==> src/rtl/asram_pkg.sv <==
package asram_pkg;

   typedef enum logic [2:0] {
      ST_IDLE,
      ST_READ,
      ST_WFLOAT,
      ST_WDRIVE,
      ST_RECOVER
   } asram_state_e;

   // Round a time up to whole clocks.
   function automatic int unsigned ps_to_cyc(input longint unsigned t_ps,
                                             input int unsigned     clk_ps);
      return int'((t_ps + longint'(clk_ps) - 1) / longint'(clk_ps));
   endfunction

   function automatic int unsigned umax(input int unsigned a, input int unsigned b);
      return (a > b) ? a : b;
   endfunction

   function automatic int unsigned floor1(input int unsigned a);
      return (a == 0) ? 1 : a;
   endfunction

endpackage

==> src/rtl/asram_lockout.sv <==
module asram_lockout #(
   parameter int unsigned HOLD_CYC = 1
) (
   input  logic clk,
   input  logic rst_n,
   output logic done
);
   generate
      if (HOLD_CYC <= 1) begin : g_flop
         logic done_q;
         always_ff @(posedge clk or negedge rst_n) begin
            if (!rst_n) done_q <= 1'b0;
            else        done_q <= 1'b1;
         end
         assign done = done_q;
      end else begin : g_count
         localparam int unsigned CW = $clog2(HOLD_CYC + 1);
         logic [CW-1:0] cnt_q;
         always_ff @(posedge clk or negedge rst_n) begin
            if (!rst_n)                       cnt_q <= '0;
            else if (cnt_q != CW'(HOLD_CYC))  cnt_q <= cnt_q + 1'b1;
         end
         assign done = (cnt_q == CW'(HOLD_CYC));
      end
   endgenerate
endmodule

==> src/rtl/asram_phase_timer.sv <==
module asram_phase_timer #(
   parameter int unsigned CW = 4
) (
   input  logic          clk,
   input  logic          rst_n,
   input  logic          load,
   input  logic [CW-1:0] load_val,
   output logic          expired
);
   logic [CW-1:0] cnt_q;

   always_ff @(posedge clk or negedge rst_n) begin
      if (!rst_n)             cnt_q <= '0;
      else if (load)          cnt_q <= load_val;
      else if (cnt_q != '0)   cnt_q <= cnt_q - 1'b1;
   end

   assign expired = (cnt_q == '0);
endmodule

==> src/rtl/asram_ctrl.sv <==
module asram_ctrl
   import asram_pkg::*;
#(
   parameter int unsigned ADDR_W      = 21,
   parameter int unsigned DATA_W      = 8,
   parameter int unsigned CLK_PS      = 20000,
   parameter int unsigned T_PWRUP_PS  = 1000000000,
   parameter int unsigned T_RC_PS     = 12000,
   parameter int unsigned T_AA_PS     = 12000,
   parameter int unsigned T_DOE_PS    = 6000,
   parameter int unsigned T_PWE_PS    = 8000,
   parameter int unsigned T_SD_PS     = 6000,
   parameter int unsigned T_HZWE_PS   = 6000,
   parameter int unsigned T_LZWE_PS   = 3000
) (
   input  logic              clk,
   input  logic              rst_n,
   input  logic              req_valid,
   output logic              req_ready,
   input  logic              req_write,
   input  logic [ADDR_W-1:0] req_addr,
   input  logic [DATA_W-1:0] req_wdata,
   output logic              rsp_valid,
   output logic [DATA_W-1:0] rsp_rdata,
   output logic              mem_ce_n,
   output logic              mem_oe_n,
   output logic              mem_we_n,
   output logic [ADDR_W-1:0] mem_addr,
   output logic [DATA_W-1:0] mem_dq_out,
   output logic              mem_dq_oe,
   input  logic [DATA_W-1:0] mem_dq_in
);
   // Interval lengths in clocks
   localparam int unsigned PU_CYC  = floor1(ps_to_cyc(T_PWRUP_PS, CLK_PS));
   localparam int unsigned RD_CYC  = floor1(umax(ps_to_cyc(T_RC_PS, CLK_PS),
                                        umax(ps_to_cyc(T_AA_PS, CLK_PS),
                                             ps_to_cyc(T_DOE_PS, CLK_PS))));
   localparam int unsigned FLT_CYC = floor1(ps_to_cyc(T_HZWE_PS, CLK_PS));
   localparam int unsigned PWE_CYC = ps_to_cyc(T_PWE_PS, CLK_PS);
   localparam int unsigned PWE_REM = (PWE_CYC > FLT_CYC) ? PWE_CYC - FLT_CYC : 0;
   localparam int unsigned DRV_CYC = floor1(umax(ps_to_cyc(T_SD_PS, CLK_PS), PWE_REM));
   localparam int unsigned REC_CYC = floor1(ps_to_cyc(T_LZWE_PS, CLK_PS));
   localparam int unsigned MAX_CYC = umax(umax(RD_CYC, FLT_CYC), umax(DRV_CYC, REC_CYC));
   localparam int unsigned TW      = floor1($clog2(MAX_CYC + 1));

   initial begin
      assert (ADDR_W >= 1 && DATA_W >= 1) else $fatal(1, "asram_ctrl: bus widths must be nonzero");
      assert (CLK_PS >= 1) else $fatal(1, "asram_ctrl: clock period must be nonzero");
   end

   asram_state_e   state_q, state_d;
   logic           pu_done;
   logic           tmr_load, tmr_expired;
   logic [TW-1:0]  tmr_val;
   logic           accept;

   asram_lockout #(.HOLD_CYC(PU_CYC)) i_lockout (
      .clk   (clk),
      .rst_n (rst_n),
      .done  (pu_done)
   );

   asram_phase_timer #(.CW(TW)) i_timer (
      .clk      (clk),
      .rst_n    (rst_n),
      .load     (tmr_load),
      .load_val (tmr_val),
      .expired  (tmr_expired)
   );

   assign req_ready = pu_done && (state_q == ST_IDLE);
   assign accept    = req_valid && req_ready;

   always_comb begin
      state_d  = state_q;
      tmr_load = 1'b0;
      tmr_val  = '0;
      unique case (state_q)
         ST_IDLE: if (accept) begin
            tmr_load = 1'b1;
            if (req_write) begin
               state_d = ST_WFLOAT;
               tmr_val = TW'(FLT_CYC - 1);
            end else begin
               state_d = ST_READ;
               tmr_val = TW'(RD_CYC - 1);
            end
         end
         ST_READ: if (tmr_expired) state_d = ST_IDLE;
         ST_WFLOAT: if (tmr_expired) begin
            state_d  = ST_WDRIVE;
            tmr_load = 1'b1;
            tmr_val  = TW'(DRV_CYC - 1);
         end
         ST_WDRIVE: if (tmr_expired) begin
            state_d  = ST_RECOVER;
            tmr_load = 1'b1;
            tmr_val  = TW'(REC_CYC - 1);
         end
         ST_RECOVER: if (tmr_expired) state_d = ST_IDLE;
         default: state_d = ST_IDLE;
      endcase
   end

   // Pin strobes are registered from the next state so they switch cleanly on the edge.
   logic sel_d, wr_d;
   assign sel_d = (state_d == ST_READ) || (state_d == ST_WFLOAT) || (state_d == ST_WDRIVE);
   assign wr_d  = (state_d == ST_WFLOAT) || (state_d == ST_WDRIVE);

   always_ff @(posedge clk or negedge rst_n) begin
      if (!rst_n) begin
         state_q    <= ST_IDLE;
         mem_ce_n   <= 1'b1;
         mem_oe_n   <= 1'b1;
         mem_we_n   <= 1'b1;
         mem_dq_oe  <= 1'b0;
         mem_addr   <= '0;
         mem_dq_out <= '0;
         rsp_valid  <= 1'b0;
         rsp_rdata  <= '0;
      end else begin
         state_q   <= state_d;
         mem_ce_n  <= !sel_d;
         mem_oe_n  <= !sel_d;
         mem_we_n  <= !wr_d;
         mem_dq_oe <= (state_d == ST_WDRIVE);
         if (accept) begin
            mem_addr   <= req_addr;
            mem_dq_out <= req_wdata;
         end
         rsp_valid <= (state_q == ST_READ) && tmr_expired;
         if ((state_q == ST_READ) && tmr_expired) rsp_rdata <= mem_dq_in;
      end
   end
endmodule

==> config.mk <==
export PLATFORM = sky130hd
export DESIGN_NAME = asram_ctrl
export DESIGN_NICKNAME = d
export VERILOG_FILES = /design/src/rtl/asram_pkg.sv /design/src/rtl/asram_lockout.sv /design/src/rtl/asram_phase_timer.sv /design/src/rtl/asram_ctrl.sv
export SDC_FILE = /design/constraint.sdc
export NUM_CORES = 1
export LEC_CHECK = 0
export ABC_AREA = 1
export BUFFER_PORTS_ARGS = -buffer_cell sky130_fd_sc_hd__buf_2
export CAP_MARGIN = 5
export CORE_UTILIZATION = 46
export DETAILED_ROUTE_END_ITERATION = 8
export GPL_TIMING_DRIVEN = 0
export PLACE_DENSITY = 0.8
export SLEW_MARGIN = 5
export SYNTH_ARGS = -nofsm -noshare
export SYNTH_HDL_FRONTEND = slang
export SYNTH_SLANG_ARGS = --single-unit
==> constraint.sdc <==
create_clock -name clk -period 2.1 [get_ports clk]
set_clock_uncertainty 0.1 [all_clocks]
set_input_delay 0.42 -clock clk [delete_from_list [all_inputs] [get_ports clk]]
set_output_delay 0.42 -clock clk [all_outputs]
set_load 0.01 [all_outputs]
Yosys cells after proc, flatten, opt, wreduce, memory -nomap -nowiden:

Cells that the tools add are included.

* register bits after elaboration: 61
* output and inout port bits: 43

* add/subtract/negate cells: 2
* equal/unequal tests: 9
* muxes and demuxes: 11
* bitwise logic cells: 1
* reductions and logical operators: 11

Operators with widths (number)
* 16-bit by 1-bit adder with 16-bit output (second input constant): 1
* 16-bit == test (second input constant): 1
* 16-bit != test (second input constant): 1
* 3-bit by 2-bit == test with 1-bit output (second input constant): 4
* 3-bit two-way mux: 4
* 3-bit case mux with 4 select lines: 1
* 3-bit by 1-bit == test with 1-bit output (second input constant): 2
* 1-bit two-way mux: 4
* 2-bit OR reduction: 2
* 3-bit == test (second input constant): 1
* 1-bit logical AND: 3
* 3-bit zero test: 1
* 1-bit logical OR: 3
* 1-bit zero test: 2
* 2-bit two-way mux: 1
* 1-bit case mux with 2 select lines: 1
* 1-bit NOT: 1
* 1-bit subtractor (second input constant): 1

Longest topological paths before layout:

* depth after elaboration: 9
* gate-level depth with buffers: 11
* mapped depth without buffers: 9

Hierarchy:

From an unflattened synthesis, not the netlist that was laid out.

* cells, all modules: 336
* area, all modules: 2718.9 um^2

Modules (own cells, without submodules)
* asram_ctrl: times used 1, cells an instance 195, area an instance 1726.7 um^2, sequential area each 1103.6 um^2
* asram_lockout: times used 1, cells an instance 137, area an instance 955.9 um^2, sequential area each 400.4 um^2
* asram_phase_timer: times used 1, cells an instance 4, area an instance 36.3 um^2, sequential area each 25.0 um^2

Least setup slack after synthesis:

No wires, ideal clock.

* kind: reg2out
* start point: register i_lockout.g_count.cnt_q[0]
* end point: output req_ready
* arrival: 1.376 ns
* setup slack: 0.204 ns
* cell stages (with the launch flop): 10
* buffers on the path: 1
* cell sequence: dfrtp_1 inv_1 ha_1 inv_1 nor2_1 nand4_1 nor2_2 buf_2 inv_1 nor2_1

* cells in the longest elaborated chain, start to end: 2

RTL lines
* start: declaration: line asram_lockout.sv:18 `logic [CW-1:0] cnt_q;`
* start signal: assignment: line asram_lockout.sv:21 `else if (cnt_q != CW'(HOLD_CYC)) cnt_q <= cnt_q + 1'b1;`
* 16-bit == test: line asram_lockout.sv:23 `assign done = (cnt_q == CW'(HOLD_CYC));`
* 1-bit logical AND: line asram_ctrl.sv:71 `assign req_ready = pu_done && (state_q == ST_IDLE);`
* end: declaration: line asram_ctrl.sv:19 `output logic req_ready,`

No other way between the ends.

Final worst setup path:

Same ends and word-level chain as after synthesis.

==> results_dict.tcl <==
set metrics [dict create \
    synth_area_um2 2655 \
    clk_pin_slew_ps 70 \
    ioPinCount 84 \
    synth_top_family_by_area "simple AND/OR/NAND/NOR gates" \
    cp.required_ps 1580 \
    power.share.clock 0.464 \
    tightest_slew_ps 734.9 \
    ff2ff_path_depth 13 \
    crit_path_max_fanout 2 \
    vias_per_cell 4.984 \
    critPathMostFrequentCell "inv_2" \
    synth_common_cells "112 x nand2_1, 58 x dfrtp_1, 37 x nand4_1, 27 x inv_1, 19 x nor2_1" \
    die_y_um 77.97 \
    crit_chain "inv_2, ha_4, inv_2, nor2_1, nand4_1, nor2_2, buf_6, inv_2, nor2_1, buf_2" \
    synthSimpleGateAreaFrac 0.3016 \
    p_leak_nw 1.957 \
    grt_usage 0.2183 \
    yosysWarnings 0 \
    areaGrowthSynthToFinish_pct 30.82 \
    synth.area.mux_share 0 \
    setup_viol 1 \
    cts_sinks 60 \
    place.gp.congestion 0.8677 \
    clockBufferDepth 2 \
    synthArstFlopShare 1.000 \
    yosysMostFrequentCell "nand2_1" \
    rows 27 \
    cts_tree "done" \
    hpwl_mm 4.074 \
    grt_max_degree 61 \
    antenna_left 0 \
    initial_core_util 0.4792 \
    setup_slack_ps -107.4 \
    placeableCoreArea_um2 5540 \
    r2r_setup_slack_ps 150 \
    reg2reg_from "i_lockout.g_count.cnt_q[0]" \
    hold_viol_final 0 \
    swShare 0.1992 \
    cap_violations 0 \
    post-route-period-util 1.051 \
    num_vias 2417 \
    grt-ovfl-total 0 \
    max_freq_mhz 453.0 \
    synth_nets 348 \
    fin_nets 451 \
    r2r_end "mem_addr[20]" \
    syn_avg_cell_area_um2 8.705 \
    synth_adder_area_share 0.009425 \
    remaining_drc_errors 0 \
    totalWireLength_mm 5.983 \
    antenna_found_initial 0 \
    cpLargestDelayFamily "simple AND/OR/NAND/NOR gates" \
    synthFlopType "dfrtp_1" \
    clk_latency_ps 330 \
    slew_headroom 0.5101 \
    critPathBufInv 5 \
    synth_xor_xnor_area_share 0.04288 \
    cts_hold_buf 0 \
    outcome "complete, but fails checks" \
    dieArea_um2 6079 \
    wl_per_cell_um 12.34 \
    numCtsBuffers 9 \
    totalPowerFinal_mw 2.287 \
    worstHoldPathType "primary input to async pin" \
    cp-start-kind "register" \
    drt-pass1-iter-count 4 \
    yosysTopAreaCell "dfrtp_1" \
    synth_area_leaders "dfrtp_1 55%, nand2_1 16%, nand4_1 8.7%, inv_1 3.8%, xor2_1 3.6%" \
    crit_type "register to output port" \
    timing.setup.tns_ps -107.4 \
    violations "setup timing" \
    end_kind "output port" \
    ys_ff_latch 60 \
    die_w_um 77.97 \
    synth_cell_types 23 \
    slew_violations 0 \
    diodes 0 \
    peakVddDrop_uv 401.6 \
    slowest_delay_ps 400 \
    power_frac_seq 0.506 \
    pwr-share-comb 0.030 \
    critPathSlowestCell "dfrtp_1" \
    grt_pass1_vias 2393 \
    yosys.area.top_type_share 0.5467 \
    cp.arrival_ps 1690 \
    ys_seq_area_frac 0.5664 \
    period_minus_slack_ps 2207 \
    p_sw_mw 0.4556 \
    synth_edf_count 0 \
    grt_pass1_wl_mm 10.34 \
    final_layout_size_suffix_gt1_frac 0.3051 \
    syn_inst 305 \
    root_buffer "clkbuf_8" \
    p_int_mw 1.831 \
    p_per_area_nw_per_um2 658.4 \
    initialDrtViolationCount 153 \
    rsz0062_at_grt "true" \
    portBuffers 82 \
    h-tree-depth 3 \
    synth_compound_area_frac 0.01272 \
]
==> power by group through the flow <==
stage | sequential, mW | combinational, mW | clock [mW]
2_1_floorplan | 1.18 | 0.00898 | 0
3_3_place_gp | 1.18 | 0.0700 | 0
3_5_place_dp | 1.18 | 0.0703 | 0
4_1_cts | 1.16 | 0.0704 | 1.08
5_1_grt | 1.16 | 0.0794 | 1.14
6_report | 1.16 | 0.0690 | 1.06
==> state kept, by name (all words and copies together) (netlist names) <==
name                     count
mem_dq_oe                    1
mem_dq_out                   8
state_q                      3
mem_addr                    21
rsp_rdata                    8
mem_oe_n                     1
i_lockout.g_count.cnt_q     16
rsp_valid                    1
mem_we_n                     1
==> routing by layer <==
layer | global-route usage | part of all wire | vias up | wire (um)
met5 | 0 | 0 | - | 0
met1 | 0.2552 | 0.42 | 1138 | 2536
met2 | 0.3646 | 0.50 | 77 | 2986
met3 | 0.04588 | 0.053 | 16 | 319
met4 | 0.1389 | 0.024 | 0 | 141
li1 | - | - | 1186 | -
==> worst max-delay path by stage <==
stage / from / endpoint / depth (start not counted) / slack (ps)
5_1_grt: i_lockout.g_count.cnt_q[0] / req_ready / 10 / -190
3_3_place_gp: i_lockout.g_count.cnt_q[0] / req_ready / 10 / -4
2_1_floorplan: i_lockout.g_count.cnt_q[0] / req_ready / 9 / 200
6_report: i_lockout.g_count.cnt_q[0] / req_ready / 10 / -110
3_5_place_dp: state_q[2] / req_ready / 5 / -50
4_1_cts: i_lockout.g_count.cnt_q[0] / req_ready / 10 / -130
==> final cells by class <==
cell class / count / area (um2)
repair buffers: 92 / 488.0
well taps: 72 / 90.09
inverters: 29 / 108.9
multi-input cells: 202 / 992.2
clock inverters: 1 / 30.03
clock buffers: 15 / 176.4
fillers: 475 / 2067
plain buffers: 14 / 83.83
flip-flops and latches: 60 / 1504
==> timing repair <==
item                       CTS  global route
setup endpoints to repair    1            17
buffers inserted             7             3
pin swaps                    5             1
gates resized for setup     10             5
==> worst reg2reg max path, stage by stage, from the launching register on <==
cell and delay [ps]:
dfrtp_1 400, inv_2 80, ha_4 130, inv_2 30, nor2_1 90, nand4_1 110, nor2_2 140, buf_4 130
buf_4 110, nand3_1 110, buf_6 180, buf_6 140, nand2_1 60, nand2_1 50
==> placed cells by master, fill, tap and decap left out, drive strengths merged, types with 3 or more instances in the layout <==
master / n
a21oi: 3
dfrtp: 58
nand3: 3
nor3: 8
buf: 99
nor2: 21
nand4: 37
xor2: 11
clkbuf: 22
nand2: 112
inv: 29
==> logic make-up (layout without fill, tap and decap cells) <==
| family | after synthesis | count (layout) |
|---|---|---|
| and+or+nand+nor | 181 | 181 |
| DFF | 60 | 60 |
| buffers and inverters | 43 | 151 |
| xor gates and xnor gates | 13 | 13 |
| AOI/OAI and AO/OA | 6 | 6 |
| adders and majority gates | 2 | 2 |
==> stage by stage <==
stage	setup WS, ps	hold slack, ps	area, um2	util	std cells
floorplan	203.8	24.41	2655	-	305
global placement	-4.250	348.2	3156	0.5696	459
detailed placement	-48.06	354.0	3156	0.5696	459
CTS	-125.1	172.5	3441	0.6210	482
global route	-190.0	103.4	3473	0.6269	485
finish	-107.4	41.06	3473	0.6269	485
(Power assumes the default switching activity.)
